`config.mk`:
```
export PLATFORM = sky130hd
export DESIGN_NAME = updn_wiper_ctrl
export DESIGN_NICKNAME = d
export VERILOG_FILES = /design/src/rtl/updn_pkg.sv /design/src/rtl/updn_sync.sv /design/src/rtl/updn_edge.sv /design/src/rtl/updn_session.sv /design/src/rtl/updn_wiper_ctrl.sv
export SDC_FILE = /design/constraint.sdc
export NUM_CORES = 1
export LEC_CHECK = 0
export BUFFER_PORTS_ARGS = -buffer_cell sky130_fd_sc_hd__buf_2
export CAP_MARGIN = 20
export CORE_MARGIN = 10
export CORE_UTILIZATION = 40
export CTS_CLUSTER_SIZE = 14
export DETAILED_ROUTE_END_ITERATION = 12
export GPL_ROUTABILITY_DRIVEN = 0
export PLACE_DENSITY = 0.79
export SYNTH_ARGS = -nofsm -noshare
export SYNTH_HDL_FRONTEND = slang
export SYNTH_SLANG_ARGS = --single-unit
```
`constraint.sdc`:
```
create_clock -name clk -period 1.65 [get_ports clk]
set_input_delay 0.165 -clock clk [delete_from_list [all_inputs] [get_ports clk]]
set_output_delay 0.165 -clock clk [all_outputs]
set_load 0.02 [all_outputs]
```
`src/rtl/updn_pkg.sv`:
```
package updn_pkg;

  localparam int unsigned WIPERS = 4;
  localparam int unsigned IDX_W  = $clog2(WIPERS);

  typedef logic [IDX_W-1:0] widx_t;

  // Select-pin code to wiper index (non-binary pin order).
  function automatic widx_t sel_to_idx(input logic [1:0] sel);
    widx_t idx;
    case (sel)
      2'b00:   idx = widx_t'(0);
      2'b11:   idx = widx_t'(1);
      2'b10:   idx = widx_t'(2);
      default: idx = widx_t'(3);
    endcase
    return idx;
  endfunction

  // A step is allowed only if the wiper is not already at the end it moves to.
  function automatic logic step_ok(input logic up, input int unsigned val,
                                   input int unsigned top_val);
    if (up) return (val < top_val);
    return (val != 0);
  endfunction

endpackage

```
`src/rtl/updn_sync.sv`:
```
module updn_sync #(
  parameter int unsigned WIDTH  = 1,
  parameter int unsigned STAGES = 2,
  parameter logic [WIDTH-1:0] RST_VAL = '0
) (
  input  logic             clk,
  input  logic             rst_n,
  input  logic [WIDTH-1:0] d_i,
  output logic [WIDTH-1:0] q_o
);

  logic [WIDTH-1:0] stg [STAGES];

  always_ff @(posedge clk or negedge rst_n) begin
    if (!rst_n) stg[0] <= RST_VAL;
    else        stg[0] <= d_i;
  end

  for (genvar s = 1; s < STAGES; s++) begin : g_stage
    always_ff @(posedge clk or negedge rst_n) begin
      if (!rst_n) stg[s] <= RST_VAL;
      else        stg[s] <= stg[s-1];
    end
  end

  assign q_o = stg[STAGES-1];

endmodule

```
`src/rtl/updn_edge.sv`:
```
module updn_edge #(
  parameter int unsigned WIDTH = 1,
  parameter logic [WIDTH-1:0] RST_VAL = '0
) (
  input  logic             clk,
  input  logic             rst_n,
  input  logic [WIDTH-1:0] lvl_i,
  output logic [WIDTH-1:0] rise_o,
  output logic [WIDTH-1:0] fall_o
);

  logic [WIDTH-1:0] prev_q;

  always_ff @(posedge clk or negedge rst_n) begin
    if (!rst_n) prev_q <= RST_VAL;
    else        prev_q <= lvl_i;
  end

  assign rise_o = lvl_i & ~prev_q;
  assign fall_o = ~lvl_i & prev_q;

endmodule

```
`src/rtl/updn_session.sv`:
```
module updn_session
  import updn_pkg::*;
#(
  parameter int unsigned VAL_W = 8
) (
  input  logic             clk,
  input  logic             rst_n,
  input  logic             cs_s,
  input  logic             scl_s,
  input  logic             dir_s,
  input  logic             wp_s,
  input  logic             scl_fall,
  input  logic             cs_rise,
  input  widx_t            idx,
  input  logic [VAL_W-1:0] sel_val,
  input  logic [1:0]       dr_sel,
  output logic             step_up_o,
  output logic             step_dn_o,
  output widx_t            step_idx_o,
  output logic             store_o,
  output widx_t            store_idx_o,
  output logic             serial_en_o
);

  localparam int unsigned VAL_MAX = (1 << VAL_W) - 1;

  logic step_evt;
  logic may_move;
  logic store_evt;

  assign step_evt  = scl_fall && !cs_s;
  assign may_move  = step_ok(dir_s, int'(sel_val), VAL_MAX);
  assign store_evt = cs_rise && scl_s && wp_s && (dr_sel == 2'b00);

  always_ff @(posedge clk or negedge rst_n) begin
    if (!rst_n) begin
      step_up_o   <= 1'b0;
      step_dn_o   <= 1'b0;
      step_idx_o  <= '0;
      store_o     <= 1'b0;
      store_idx_o <= '0;
      serial_en_o <= 1'b1;
    end else begin
      step_up_o   <= step_evt && dir_s && may_move;
      step_dn_o   <= step_evt && !dir_s && may_move;
      if (step_evt) step_idx_o <= idx;
      store_o     <= store_evt;
      if (cs_rise) store_idx_o <= idx;
      serial_en_o <= cs_s;
    end
  end

endmodule

```
`src/rtl/updn_wiper_ctrl.sv`:
```
module updn_wiper_ctrl
  import updn_pkg::*;
#(
  parameter int unsigned VAL_W    = 8,
  parameter int unsigned SYNC_STG = 2
) (
  input  logic                      clk,
  input  logic                      rst_n,
  input  logic                      sel_n_i,
  input  logic                      step_clk_i,
  input  logic                      dir_up_i,
  input  logic [1:0]                wsel_i,
  input  logic                      wp_n_i,
  input  logic [1:0]                dr_sel_i,
  input  logic [WIPERS*VAL_W-1:0]   wiper_val_i,
  output logic                      step_up_o,
  output logic                      step_dn_o,
  output logic [IDX_W-1:0]          step_idx_o,
  output logic                      store_o,
  output logic [IDX_W-1:0]          store_idx_o,
  output logic                      serial_en_o
);

  localparam int unsigned PIN_W = 6;
  localparam logic [PIN_W-1:0] PIN_RST = 6'b10_0000;

  logic [PIN_W-1:0] pin_raw, pin_s;
  logic cs_s, scl_s, dir_s, wp_s;
  logic [1:0] sel_s;
  logic [1:0] ev_rise, ev_fall;
  logic cs_rise_w, scl_fall_w;
  widx_t idx_w;
  logic [VAL_W-1:0] wv [WIPERS];
  logic [VAL_W-1:0] sel_val;

  assign pin_raw = {sel_n_i, step_clk_i, dir_up_i, wsel_i, wp_n_i};

  updn_sync #(.WIDTH(PIN_W), .STAGES(SYNC_STG), .RST_VAL(PIN_RST)) u_sync (
    .clk(clk), .rst_n(rst_n), .d_i(pin_raw), .q_o(pin_s)
  );

  assign {cs_s, scl_s, dir_s, sel_s, wp_s} = pin_s;

  updn_edge #(.WIDTH(2), .RST_VAL(2'b10)) u_edge (
    .clk(clk), .rst_n(rst_n), .lvl_i({cs_s, scl_s}),
    .rise_o(ev_rise), .fall_o(ev_fall)
  );

  assign cs_rise_w  = ev_rise[1];
  assign scl_fall_w = ev_fall[0];
  assign idx_w      = sel_to_idx(sel_s);

  for (genvar w = 0; w < WIPERS; w++) begin : g_unpack
    assign wv[w] = wiper_val_i[w*VAL_W +: VAL_W];
  end

  assign sel_val = wv[idx_w];

  updn_session #(.VAL_W(VAL_W)) u_sess (
    .clk(clk), .rst_n(rst_n),
    .cs_s(cs_s), .scl_s(scl_s), .dir_s(dir_s), .wp_s(wp_s),
    .scl_fall(scl_fall_w), .cs_rise(cs_rise_w),
    .idx(idx_w), .sel_val(sel_val), .dr_sel(dr_sel_i),
    .step_up_o(step_up_o), .step_dn_o(step_dn_o), .step_idx_o(step_idx_o),
    .store_o(store_o), .store_idx_o(store_idx_o), .serial_en_o(serial_en_o)
  );

endmodule

```
; ---- Word-level counts from Yosys, hierarchy flattened
; Index checks and enable logic that the tools add are counted.
[totals]
mem_count = 0
output_inout_bits = 8
latchBits = 0
ram_bits = 0
mem_bits_ro = 0
register_bits = 22
[classes]
n_reduce_logical = 13
bitwise = 5
n_addsub = 0
eq_ne = 2
magnitude_cmp = 2
multipliers = 0
div = 0
shift = 0
muxes = 7
[op_table]
columns = operator, n
row1 = 8-bit binary-select mux with 2-bit select, 1
row2 = 8-bit 2-to-1 mux, 2
row3 = 1-bit logical AND, 8
row4 = "8-bit < comparator, second input constant", 1
row5 = 8-bit nonzero test, 1
row6 = 2-bit case mux with 3 select lines, 1
row7 = "2-bit equality test, second input constant", 2
row8 = 2-bit logical NOT, 2
row9 = "3-bit greater-or-equal comparator, second input constant", 1
row10 = 1-bit 2-to-1 mux, 3
row11 = 2-bit inverter with 3-bit output, 1
row12 = 2-bit bitwise AND, 1
row13 = 1-bit logical NOT, 2
row14 = 2-bit inverter, 1
row15 = 1-bit bitwise AND, 1
row16 = 1-bit inverter, 1

; ---- Logic depth before layout (Yosys ltp)
[depth]
word_depth = 10
mapped_depth = 6
depth_no_buf = 6

; ---- Modules after synthesis
; Synthesis repeated with hierarchy kept, for this count alone.
[hier_totals]
hier_cells = 60
area_unflattened_um2 = 1028.5
[by_module_without_submodules]
columns = mod, cells_per_inst, n_inst, area_each_um2
row1 = updn_sync, 18, 1, 347.8
row2 = updn_session, 22, 1, 336.6
row3 = updn_wiper_ctrl, 14, 1, 257.7
row4 = updn_edge, 6, 1, 86.3

; ---- Worst setup path before layout
; No wires, ideal clock.
[synth_timing]
path_type = flip-flop to flip-flop
from = register u_sync.stg (netlist bit u_sync.q_o[1])
to = register u_sess.step_up_o
arrival_ns = 1.283
path_stages_with_launch = 5
setup_slack_ns = 0.237
path_buffers = 0
t_required_ns = 1.520
cell_sequence = dfrtp_1 -> ha_1 -> or4_1 -> a21oi_1 -> nor4_1
[synth_between]
elab_chain_len = 10
elab_cells_between_ends = 13
[synth_lines]
columns = item, line_no
row1 = from (decl), updn_sync.sv:12  ; logic [WIDTH-1:0] stg [STAGES];
row2 = "from (signal, indexed assignment)", updn_sync.sv:22  ; else stg[s] <= stg[s-1];
row3 = 2-bit equality test or 2-bit logical NOT (tied branches), updn_pkg.sv:11  ; case (sel)
row4 = 2-bit case mux with 3 select lines *, updn_pkg.sv:11
row5 = 2-bit inverter with 3-bit output (implied by the code) *, updn_wiper_ctrl.sv:57  ; assign sel_val = wv[idx_w];
row6 = 8-bit binary-select mux with 2-bit select *, updn_wiper_ctrl.sv:57
row7 = 8-bit 2-to-1 mux (implied by the code) * (2 in series), updn_wiper_ctrl.sv:57
row8 = 8-bit < comparator, updn_pkg.sv:23  ; if (up) return (val < top_val);
row9 = 1-bit 2-to-1 mux, updn_pkg.sv:23
row10 = 1-bit 2-to-1 mux *, updn_pkg.sv:24  ; return (val != 0);
row11 = 1-bit logical AND *, updn_session.sv:44  ; step_up_o <= step_evt && dir_s && may_move;
row12 = to (signal assigned), updn_session.sv:44
row13 = to (decl), updn_session.sv:17  ; output logic step_up_o,
; Every way passes the cells marked *; elsewhere a longest branch is shown, timed or not. The select of a mux whose other input is x is not followed.
; A chain may end at the register's enable or synchronous reset.

; ---- Worst setup path in the final report
; Same ends and word-level chain as after synthesis.

==> results.json <==
{
  "status": "finished clean",
  "grt_pass1_wl_um": 3480,
  "synthCells": 69,
  "cts_buffers": 3,
  "slew_headroom_pct": 71.0,
  "clock_sinks": 21,
  "grt_pass1_vias": 849,
  "crit_path_end_kind": "flip-flop",
  "skew_ps": 9.14,
  "syn-num-nets": 113,
  "powerDensity_nw_per_um2": 810,
  "crit_type": "reg -> reg",
  "fp.dieArea_um2": 4250,
  "fp.dieH_um": 65.2,
  "antenna_found_initial": 0,
  "cap_violations": 0,
  "place_ws_ps": 162,
  "tightest_slew_ps": 435,
  "vias": 795,
  "drt-total-wl_um": 2180,
  "synth_ff_type": "dfrtp_1",
  "finalWorstSetupSlack_ps": 165,
  "avgRoutedWirePerCell_um": 14.0,
  "vdd_drop_max_mv": 0.669,
  "syn_area_um2": 817,
  "n_antenna_cell": 0,
  "post-route-period-util_pct": 90.0,
  "port_buffers": 49,
  "grt.overflow.total": 0,
  "chipWidth_um": 65.2,
  "synthTopCellsByArea": "dfrtp_1, dfstp_2, nor4_1, nand4_1, nand2_1",
  "std_cell_rows": 16,
  "yosysTopAreaCell": "dfrtp_1",
  "synth_top_area_share_pct": 55.1,
  "clockBufferDepth": 2,
  "fin_nets": 174,
  "yosys_register_bits": 21,
  "p_sw_mw": 0.244,
  "num_io_pins": 50,
  "fillers": 173,
  "p_int_mw": 0.722,
  "clkTransAtPathRegs_ps": 110,
  "areaGrowthSynthToFinish_pct": 45.9,
  "yosysMostFrequentCell": "dfrtp_1",
  "tns_ps": 0,
  "dp_cells": 145,
  "worstPathRequired_ps": 1820,
  "start_kind": "flip-flop",
  "clkPwrFrac_pct": 24.1,
  "swShare_pct": 25.3,
  "setup_viol": 0,
  "firstDrtPassIters": 4,
  "synth_cell_type_count": 19,
  "core-area_um2": 1940,
  "insertion_delay_ps": 290,
  "synth_edf_count": 0,
  "path_max_fanout": 2,
  "multiInputGateArea_um2": 284,
  "ctsHoldBuffers": 7,
  "hold_path.class": "in -> reg",
  "cts_tree": "built",
  "hpwlAfterDp_um": 1850,
  "grt.total_usage_pct": 9.79,
  "arrival_ps": 1660,
  "holdWs_ps": 12.5,
  "initial_core_util_pct": 42.1,
  "maxSlewViolCount": 0,
  "p_seq_share_pct": 58.7,
  "drt_iter0_markers": 18,
  "async_flop_share_pct": 100,
  "power.share.combinational_pct": 17.2,
  "regArea_um2": 529,
  "ant_nets": 0,
  "max_freq_ghz": 0.673,
  "hold_viol_final": 0,
  "seq_area_frac_synth_pct": 64.8,
  "cts_setup_buffers": 0,
  "grt_max_degree": 22,
  "fin_crit_ps": 1490,
  "ctsResizeCount": 0,
  "drc": 0,
  "cts_root_buf": "clkbuf_4",
  "ys_top_cells_by_count": "dfrtp_1, nor4_1, nand2_1, nand4_1, o21ai_0",
  "rsz0062_at_grt": "false",
  "htreeDepth": 1,
  "synth.avg_cell_area_um2": 11.8,
  "synth_warnings": 0,
  "finalNonFillerCells": 156,
  "drive_above_1_share_pct": 43.4,
  "p_leak_nw": 0.562,
  "avgViaCountPerCell": 5.10
}
[per-layer routing]
layer | global-route usage [%] | part of all wire, %
met2 | 20.5 | 58
met3 | 3.56 | 6.6
met4 | 1.60 | 0
met1 | 8.55 | 35
met5 | 0 | 0
[power groups by stage]
stage	clock (mW)	combinational, mW	sequential [mW]
finish	0.233	0.166	0.567
global route	0.261	0.185	0.572
CTS	0.236	0.168	0.567
detailed placement	0	0.156	0.577
global placement	0	0.150	0.575
floorplan	0	0.0367	0.599
[cell type report]
type	count	area share [%]
timing repair buffer	56	26.4
sequential	21	44.4
multi-input combinational	47	23.8
inverter	1	0.315
tap	27	2.83
clock buffer	4	2.20
[registers in the layout (all words and copies together), names as in the netlist]
signal and count:
u_sess.store_idx_o 2, u_sess.store_o 1, u_sync.stg 6, u_sess.step_dn_o 1, u_sess.step_up_o 1, u_edge.prev_q 2
u_sess.step_idx_o 2, u_sync.q_o 6
[cell families (layout without fill, tap and decap cells)]
family                     Yosys count  in the layout  synth area share, %
adders and majority gates            2              2                 3.06
DFF                                 21             21                 64.8
AOI/OAI and AO/OA                    7              7                 4.29
buffers and inverters                1             61                0.459
and+or+nand+nor                     38             38                 27.4
[worst max-delay path: stages, from the launching register on]
cell and delay (ps):
dfrtp_1 400, ha_1 240, or4_1 530, a21oi_1 140, nor4_1 70
[worst paths after layout]
path	start	end	slack (ps)	cells past startpoint
max	u_sync.q_o[1]	u_sess.step_up_o	160	4
min	dr_sel_i[1]	u_sess.store_o	10	2
max reg2reg	u_sync.q_o[1]	u_sess.step_up_o	160	4
min reg2reg	u_sync.stg[9]	u_sync.q_o[3]	360	0
max in group asynchronous	rst_n	u_edge.prev_q[1]	980	2
min in group asynchronous	rst_n	u_sync.stg[6]	340	2
[placed cells by master (no fill, tap or decap)]
cell           Yosys  layout
buf_2              0      49
dfrtp_1           18      18
nor4_1            11      11
nand2_1            8       8
nand4_1            8       8
dlygate4sd3_1      0       7
o21ai_0            5       5
clkbuf_4           0       3
dfstp_2            3       3
a21oi_1            2       2
nand3_1            2       2
ha_1               2       2
nand2b_1           1       1
or4_1              1       1
nor2_4             1       1
or3_1              1       1
nor2_1             1       1
nor4b_1            1       1
nor3_1             1       1
nand3b_1           1       1
nand4b_1           1       1
inv_1              1       1
clkbuf_1           0       1
[per-stage QoR]
stage | total power [mW] | utilization, % | instance area (µm²)
after floorplan | 0.635 | - | 817
after CTS | 0.971 | 61.4 | 1190
after global placement | 0.725 | 56.4 | 1100
after detailed placement | 0.733 | 56.4 | 1100
after global routing | 1.02 | 61.4 | 1190
final | 0.966 | 61.4 | 1190
No activity file was read; power rests on OpenSTA's default activity.
